## src/rtl/boxsm_pkg.sv

```systemverilog
package boxsm_pkg;

  // index of the highest power of two not above v
  function automatic int floor_log2(input int v);
    int r;
    r = 0;
    for (int i = 0; i < 30; i++) begin
      if ((1 << (i + 1)) <= v) r = i + 1;
    end
    return r;
  endfunction

  // tag carried with each window step
  typedef struct packed {
    logic vld;
    logic real_s;
    logic last;
  } step_t;

endpackage

```

## src/rtl/boxsm_seq.sv

```systemverilog
module boxsm_seq #(
  parameter int N_SAMP  = 136,
  parameter int PAD     = 9,
  parameter int OUT_LEN = 153,
  parameter int ADDR_W  = 8,
  parameter int POS_W   = 8
) (
  input  logic                clk_i,
  input  logic                rst_ni,
  input  logic                start_i,
  input  logic                busy_i,
  output logic                accept_o,
  output boxsm_pkg::step_t    step_o,
  output logic                rd_en_o,
  output logic [ADDR_W-1:0]   rd_addr_o
);
  localparam logic [POS_W-1:0] LAST_POS = POS_W'(OUT_LEN - 1);
  localparam logic [POS_W-1:0] DATA_LO  = POS_W'(PAD);
  localparam logic [POS_W-1:0] DATA_HI  = POS_W'(PAD + N_SAMP);

  logic             run_q;
  logic [POS_W-1:0] pos_q;
  logic [POS_W-1:0] off;
  logic             in_data;
  logic             at_end;

  assign accept_o = start_i & ~busy_i;
  assign at_end   = (pos_q == LAST_POS);
  assign in_data  = run_q && (pos_q >= DATA_LO) && (pos_q < DATA_HI);
  assign off      = pos_q - DATA_LO;

  // padding positions issue no read
  assign rd_en_o   = in_data;
  assign rd_addr_o = in_data ? off[ADDR_W-1:0] : '0;

  always_ff @(posedge clk_i or negedge rst_ni) begin
    if (!rst_ni) begin
      run_q <= 1'b0;
      pos_q <= '0;
    end else if (accept_o) begin
      run_q <= 1'b1;
      pos_q <= '0;
    end else if (run_q) begin
      pos_q <= pos_q + 1'b1;
      if (at_end) run_q <= 1'b0;
    end
  end

  assign step_o.vld    = run_q;
  assign step_o.real_s = in_data;
  assign step_o.last   = run_q & at_end;

endmodule

```

## src/rtl/boxsm_tap_line.sv

```systemverilog
module boxsm_tap_line #(
  parameter int DEPTH = 19,
  parameter int W     = 15
) (
  input  logic         clk_i,
  input  logic         rst_ni,
  input  logic         clr_i,
  input  logic         shift_i,
  input  logic [W-1:0] din_i,
  output logic [W-1:0] tail_o
);
  for (genvar g = 0; g < DEPTH; g++) begin : g_tap
    logic [W-1:0] q;
    logic [W-1:0] nxt;
    if (g == 0) begin : g_head
      assign nxt = din_i;
    end else begin : g_body
      assign nxt = g_tap[g-1].q;
    end
    always_ff @(posedge clk_i or negedge rst_ni) begin
      if (!rst_ni)      q <= '0;
      else if (clr_i)   q <= '0;
      else if (shift_i) q <= nxt;
    end
  end

  // sample that drops out of the window on the next shift
  assign tail_o = g_tap[DEPTH-1].q;

endmodule

```

## src/rtl/boxsm_win_acc.sv

```systemverilog
module boxsm_win_acc #(
  parameter int SAMP_W = 15,
  parameter int ACC_W  = 20,
  parameter int SHIFT  = 4,
  parameter int OUT_W  = 15
) (
  input  logic                clk_i,
  input  logic                rst_ni,
  input  logic                clr_i,
  input  boxsm_pkg::step_t    step_i,
  input  logic [SAMP_W-1:0]   rd_data_i,
  input  logic [SAMP_W-1:0]   tail_i,
  output logic                shift_o,
  output logic [SAMP_W-1:0]   sample_o,
  output logic                valid_o,
  output logic [OUT_W-1:0]    smooth_o,
  output logic                done_o
);
  localparam logic [ACC_W-1:0] OUT_MAX = ACC_W'((64'd1 << OUT_W) - 64'd1);

  boxsm_pkg::step_t s1_q;
  logic [ACC_W-1:0] acc_q;
  logic [ACC_W-1:0] acc_nxt;
  logic [ACC_W-1:0] scaled;
  logic [OUT_W-1:0] clipped;
  logic             last_q;

  always_ff @(posedge clk_i or negedge rst_ni) begin
    if (!rst_ni) s1_q <= '0;
    else         s1_q <= step_i;
  end

  assign sample_o = s1_q.real_s ? rd_data_i : '0;
  assign shift_o  = s1_q.vld;
  assign acc_nxt  = acc_q + ACC_W'(sample_o) - ACC_W'(tail_i);
  assign scaled   = acc_nxt >> SHIFT;
  assign clipped  = (scaled > OUT_MAX) ? OUT_MAX[OUT_W-1:0] : scaled[OUT_W-1:0];

  always_ff @(posedge clk_i or negedge rst_ni) begin
    if (!rst_ni)        acc_q <= '0;
    else if (clr_i)     acc_q <= '0;
    else if (s1_q.vld)  acc_q <= acc_nxt;
  end

  always_ff @(posedge clk_i or negedge rst_ni) begin
    if (!rst_ni) begin
      valid_o  <= 1'b0;
      last_q   <= 1'b0;
      smooth_o <= '0;
      done_o   <= 1'b0;
    end else begin
      valid_o <= s1_q.vld;
      last_q  <= s1_q.vld & s1_q.last;
      done_o  <= valid_o & last_q;
      if (s1_q.vld) smooth_o <= clipped;
    end
  end

endmodule

```

## src/rtl/boxcar_smoother.sv

```systemverilog
module boxcar_smoother #(
  parameter int N_SAMP  = 136,
  parameter int SAMP_W  = 15,
  parameter int WIN_DIV = 7,
  parameter int OUT_W   = 15
) (
  input  logic                        clk_i,
  input  logic                        rst_ni,
  input  logic                        start_i,
  output logic                        rd_en_o,
  output logic [$clog2(N_SAMP)-1:0]   rd_addr_o,
  input  logic [SAMP_W-1:0]           rd_data_i,
  output logic                        busy_o,
  output logic                        valid_o,
  output logic [OUT_W-1:0]            smooth_o,
  output logic                        done_o
);
  localparam int WIN     = N_SAMP / WIN_DIV;
  localparam int PAD     = WIN / 2;
  localparam int OUT_LEN = N_SAMP + 2 * PAD - 1;
  localparam int SHIFT   = boxsm_pkg::floor_log2(WIN);
  localparam int ACC_W   = SAMP_W + $clog2(WIN + 1);
  localparam int ADDR_W  = $clog2(N_SAMP);
  localparam int POS_W   = $clog2(OUT_LEN + 1);

  boxsm_pkg::step_t step;
  logic             accept;
  logic             shift;
  logic [SAMP_W-1:0] sample;
  logic [SAMP_W-1:0] tail;

  assign busy_o = step.vld | shift | valid_o;

  boxsm_seq #(
    .N_SAMP (N_SAMP),
    .PAD    (PAD),
    .OUT_LEN(OUT_LEN),
    .ADDR_W (ADDR_W),
    .POS_W  (POS_W)
  ) u_seq (
    .clk_i    (clk_i),
    .rst_ni   (rst_ni),
    .start_i  (start_i),
    .busy_i   (busy_o),
    .accept_o (accept),
    .step_o   (step),
    .rd_en_o  (rd_en_o),
    .rd_addr_o(rd_addr_o)
  );

  boxsm_tap_line #(
    .DEPTH(WIN),
    .W    (SAMP_W)
  ) u_taps (
    .clk_i  (clk_i),
    .rst_ni (rst_ni),
    .clr_i  (accept),
    .shift_i(shift),
    .din_i  (sample),
    .tail_o (tail)
  );

  boxsm_win_acc #(
    .SAMP_W(SAMP_W),
    .ACC_W (ACC_W),
    .SHIFT (SHIFT),
    .OUT_W (OUT_W)
  ) u_acc (
    .clk_i    (clk_i),
    .rst_ni   (rst_ni),
    .clr_i    (accept),
    .step_i   (step),
    .rd_data_i(rd_data_i),
    .tail_i   (tail),
    .shift_o  (shift),
    .sample_o (sample),
    .valid_o  (valid_o),
    .smooth_o (smooth_o),
    .done_o   (done_o)
  );

endmodule

```

## config.mk

```make
export PLATFORM = sky130hd
export DESIGN_NAME = boxcar_smoother
export DESIGN_NICKNAME = d
export VERILOG_FILES = /design/src/rtl/boxsm_pkg.sv /design/src/rtl/boxsm_seq.sv /design/src/rtl/boxsm_tap_line.sv /design/src/rtl/boxsm_win_acc.sv /design/src/rtl/boxcar_smoother.sv
export SDC_FILE = /design/constraint.sdc
export NUM_CORES = 1
export LEC_CHECK = 0
export ABC_AREA = 0
export BUFFER_PORTS_ARGS = -buffer_cell sky130_fd_sc_hd__buf_4
export CAP_MARGIN = 20
export CORE_ASPECT_RATIO = 2
export CORE_MARGIN = 1
export CORE_UTILIZATION = 50
export CTS_CLUSTER_SIZE = 20
export DETAILED_ROUTE_END_ITERATION = 10
export MAX_ROUTING_LAYER = met4
export PLACE_DENSITY = 0.67
export SLEW_MARGIN = 20
export SYNTH_ARGS = -nofsm -noshare
export SYNTH_HDL_FRONTEND = slang
export SYNTH_HIERARCHICAL = 1
export SYNTH_SLANG_ARGS = --single-unit
```

## constraint.sdc

```tcl
create_clock -name clk_i -period 9 [get_ports clk_i]
set_clock_uncertainty 0.15 [all_clocks]
set_input_delay 1.35 -clock clk_i [delete_from_list [all_inputs] [get_ports clk_i]]
set_output_delay 1.35 -clock clk_i [all_outputs]
set_load 0.02 [all_outputs]
```

# Word level (Yosys, flattened, before mapping)
# Index checks and enable logic that the tools add are counted.
[totals]
mem_count = 0
in_bits = 18
mem_bits_rw = 0
latch_bits = 0
register_bits = 335
romBits = 0
[op_classes]
eq_ne = 1
mux = 48
div_mod_pow = 0
n_shift = 0
add_sub_neg = 4
multipliers = 0
n_lt_le_gt_ge = 3
reduce_logical = 4
bitwise = 7
[op_table]
columns = ["cell", "n"]
rows = [
  ["15-bit two-way mux", 40],
  ["20-bit two-way mux", 2],
  ["8-bit two-way mux", 3],
  ["20-bit by 15-bit adder with 20-bit output", 1],
  ["20-bit by 15-bit subtractor with 20-bit output", 1],
  ["16-bit by 15-bit > comparator with 1-bit output (second input constant)", 1],
  ["8-bit by 1-bit adder with 8-bit output (second input constant)", 1],
  ["8-bit == test (second input constant)", 1],
  ["8-bit by 4-bit >= comparator with 1-bit output (second input constant)", 1],
  ["8-bit less-than comparator (second input constant)", 1],
  ["8-bit by 4-bit subtractor with 8-bit output (second input constant)", 1],
  ["1-bit bitwise AND", 4],
  ["2-bit nonzero test", 2],
  ["1-bit two-way mux", 3],
  ["1-bit logical AND", 2],
  ["1-bit OR", 2],
  ["1-bit inverter", 1],
]

# Logic depth before layout (Yosys ltp)
[depth]
word_depth = 5
depth_mapped = 14

# Modules after synthesis
# Netlist, hierarchy kept.
[modules_own_cells]
columns = ["module", "instances", "cells_each", "seq_area_each_um2", "area_per_inst_um2"]
rows = [
  ["boxsm_tap_line", 1, 919, 7131.8, 11740.0],
  ["boxsm_win_acc", 1, 339, 1026.0, 3032.9],
  ["boxsm_seq", 1, 86, 225.2, 730.7],
  ["boxcar_smoother", 1, 1, 0.0, 6.3],
]

# Least setup slack after synthesis
# OpenSTA, ideal clock, no wires.
[synth_path]
path_kind = "input to register"
start = "input rd_data_i[4]"
end = "register u_acc.smooth_o[10]"
slack_ns = 4.795
cell_stages = 13
arrival_ns = 3.934
path_cell_list = "nand2_1 fa_1 inv_1 ha_1 nand2_1 o31a_1 a21boi_2 o221ai_2 a211o_2 xnor2_2 nand2_2 buf_6 o22a_1"
[synth_via]
elab_chain_cells = 5
[synth_lines]
columns = ["item", "line", "source"]
rows = [
  ["start: declaration", "boxcar_smoother.sv:12", "input logic [SAMP_W-1:0] rd_data_i,"],
  ["15-bit two-way mux (*)", "boxsm_win_acc.sv:33", "assign sample_o = s1_q.real_s ? rd_data_i : '0;"],
  ["20-bit by 15-bit adder with 20-bit output (*)", "boxsm_win_acc.sv:35", "assign acc_nxt = acc_q + ACC_W'(sample_o) - ACC_W'(tail_i);"],
  ["20-bit by 15-bit subtractor with 20-bit output (*)", "boxsm_win_acc.sv:35", ""],
  ["16-bit by 15-bit > comparator with 1-bit output", "boxsm_win_acc.sv:37", "assign clipped = (scaled > OUT_MAX) ? OUT_MAX[OUT_W-1:0] : scaled[OUT_W-1:0];"],
  ["15-bit two-way mux (*)", "boxsm_win_acc.sv:37", ""],
  ["end signal: assignment", "boxsm_win_acc.sv:55", "if (s1_q.vld) smooth_o <= clipped;"],
  ["end: declaration", "boxsm_win_acc.sv:16", "output logic [OUT_W-1:0] smooth_o,"],
]
# Mark *: on every way between the ends. The rest lies on a longest branch, timed or not.
# A chain may end at the register's enable or synchronous reset.

# Final worst setup path
[layout_path]
start = "input rd_data_i[4]"
end = "register u_acc.smooth_o[1]"
# The elaborated chain is that of the path after synthesis.

==> summary.txt <==
Outcome
  – Run status: finished, final reports clean

Setup path
  – CP arrival: between 4000 and 5000 ps
  – CP required: 9280 ps
  – Setup CP Type: input port to flop
  – Max FO, Critical Path: 12
  – Worst r2r dst: u_acc/smooth_o[1]
  – Worst reg-to-reg setup slack: 4880 ps
  – Startpoint types: input port
  – Reg2Reg Depth: 12
  – Nature of the critical path endpoint: flop
  – Reg-to-reg startpoint: u_acc/s1_q[1]

Worst hold path
  – Hold EP: u_acc/done_o
  – Min-delay src: u_acc/last_q
  – Hold-critical path depth: 1
  – Worst hold path class: flop to flop

Synth
  – Most common library cells after synthesis: dfrtp_1, nor2_1, mux2i_1, inv_1, nand2_1
  – Synth Cell Area: about 16000 µm²
  – Mapped Cells: between 1000 and 1500
  – Synth Flop Type: dfrtp_1
  – Syn nets: ~1400
  – Synth async-reset ratio: 1.00
  – Syn Area/Cell: 11.5 µm²
  – Seq cells post-synth: between 300 and 400
  – Ys Warns: 6
  – Post-synth EDFFs: 0
  – Distinct cells, synth: 54
  – Synth area leaders: dfrtp_1, mux2i_1, nor2_1
  – Area share of the largest cell type after synthesis: 0.540
  – Synth area leader: dfrtp_1
  – Seq/Total Area, Yosys: 0.540
  – Count leader, synth: dfrtp_1

Detailed routing
  – DRC errors left: 0
  – Mean routed wirelength per cell: 15.1 µm
  – Pre-antenna DRT Iters: 5
  – Via count of the routed design: about 9100
  – Post-Route WL: 26200 µm
  – 1st-iter DRT viols: ~560
  – Vias/cell: approximately 5.3
  – Routed Antenna Nets: 0

STA
  – Least-Margin Pin Slew: approximately 1100 ps
  – Final Cycle Share: 0.468
  – Final hold vios: 0
  – TNS Setup: 0 ps
  – Final min period: between 4000 and 5000 ps
  – Hold WS: 321 ps
  – Unrepaired setup endpoints after global routing: false
  – Worst rel slew slack: 0.293
  – Slew Limit Fails: 0
  – Final setup viols: 0
  – Max Clock Freq: 238 MHz

Global routing
  – GRT Residual Overflow: 0
  – First-pass GRT wire length: about 46000 µm
  – Initial antenna violation count: 0
  – Vias in the first global route: 9306
  – Pin count of the biggest net entering global routing: ~210
  – Total global-route track usage: 0.178

Floorplanning
  – Die X: approximately 130 µm
  – Core area: about 30000 µm²
  – Row cnt: 90
  – Die height: roughly 250 µm
  – # IOs: 45
  – Die area: approximately 32000 µm²
  – Starting Density: 0.512

CTS
  – Clk root buf: clkbuf_16
  – CTS resizes: 0
  – # clock sinks: between 300 and 400
  – Post-CTS Hold Buffers: 0
  – Clk_lat worst skew: approximately 550 ps
  – Inserted Clock Buffers: 29
  – Buffers from clock root to sink, at most: 3
  – TritonCTS clock tree: built
  – Post-CTS setup buffer count: 0
  – H-tree Lvls: 1
  – Clk slew on worst S/H paths: approximately 70 ps

Placement
  – Routability cong.: between 0.8 and 0.9
  – DPL Wire Length: about 16000 µm
  – Number of I/O port buffers: between 40 and 50

Cells and area
  – Layout fillers: ~2500
  – Diode count: 0
  – Fin nets: 1400
  – Layout cells sized above 1: 0.0821
  – Utilization after layout: 0.550
  – Area growth from synthesis to layout: 7.37%

Run
  – Maxcap violations: 0
## through the flow
| stage | setup slack, ps | cells | cell area [µm²] |
|---|---|---|---|
| finish | 4790 | 1733 | 16700 |
| global route | 4650 | 1733 | 16700 |
| CTS | 4790 | 1733 | 16600 |
| detailed placement | 4230 | 1680 | 15600 |
| global placement | 4260 | 1680 | 15600 |
| floorplan | 4790 | 1345 | 15500 |
## worst max path at each step
| stage | from | to | slack [ps] | cells after the start |
|---|---|---|---|---|
| floorplan | rd_data_i[4] | u_acc/smooth_o[10] | 4790 | 13 |
| global placement | rd_data_i[4] | u_acc/smooth_o[0] | 4260 | 13 |
| detailed placement | rd_data_i[4] | u_acc/smooth_o[0] | 4230 | 13 |
| CTS | rd_data_i[4] | u_acc/smooth_o[1] | 4790 | 13 |
| global route | rd_data_i[4] | u_acc/smooth_o[1] | 4650 | 13 |
| finish | rd_data_i[4] | u_acc/smooth_o[1] | 4790 | 13 |
## final cells by class
type / instances / area [µm²] / share of cell area
clock buffer: 41 / 831 / 0.0499
clock inverter: 12 / 196 / 0.0118
inverter: 72 / 270 / 0.0162
multi-input combinational: 855 / 6070 / 0.365
sequential: 335 / 8390 / 0.504
tap: 368 / 460 / 0.0276
timing repair buffer: 50 / 437 / 0.0262
## worst max-delay path, cell delays in order
cell,delay (ps)
buf_4,80
nand2_1,80
fa_1,580
inv_1,50
ha_1,320
nand2_1,70
o31a_1,390
a21boi_2,280
o221ai_2,190
a211o_2,360
xnor2_2,210
nand2_2,220
o22a_2,290
## flip-flops by register name, indices dropped and copies added, names as in the netlist
name / cells
u_acc/smooth_o: 15
u_taps/g_tap.nxt: 15
u_taps/tail_o: 15
u_acc/valid_o: 1
u_acc/done_o: 1
u_seq/pos_q: 8
u_seq/run_q: 1
u_acc/last_q: 1
u_acc/s1_q: 2
u_acc/acc_q: 20
u_taps/g_tap.q: 255
u_acc/shift_o: 1
## cells in the final DEF, fill, tap and decap left out, types with 3 or more instances in the layout
master / instances
dfrtp_1: 334
nor2_1: 331
mux2i_1: 301
inv_1: 72
buf_4: 44
nand2_1: 35
clkbuf_16: 29
a21oi_1: 25
ha_1: 24
xnor2_1: 17
fa_1: 15
o21ai_0: 10
o22a_1: 10
xor2_1: 8
nand3_1: 7
clkbuf_8: 6
clkbuf_1: 6
nand4_1: 6
a21o_1: 6
a211oi_1: 6
bufinv_16: 5
and2_1: 5
nand2b_1: 5
or3_1: 4
clkinv_2: 4
buf_12: 4
nor3_1: 4
a31oi_1: 3
o21a_1: 3
## cells by family (layout without fill, tap and decap cells)
group / count (synthesis) / count (layout) / share of synthesized area
adder cells (fa/ha/maj): 39 / 39 / 0.0387
buffers and inverters: 155 / 175 / 0.0685
multiplexers: 301 / 301 / 0.194
AO/OA/AOI/OAI: 81 / 81 / 0.0370
flip-flops: 335 / 335 / 0.540
AND/OR/NAND/NOR: 408 / 408 / 0.106
XOR/XNOR: 26 / 26 / 0.0152
## layer usage
metal	part of all wire	routed length, µm	up-vias	track usage
li1	-	-	4428	-
met4	0.034	884	0	0.0709
met1	0.45	11700	4531	0.231
met5	0	0	-	-
met3	0.026	682	44	0.0166
met2	0.49	12900	126	0.289
Power is left out: the tool's default activity adds up to more than one toggle a clock period on the data nets, which glitch-free logic cannot reach.
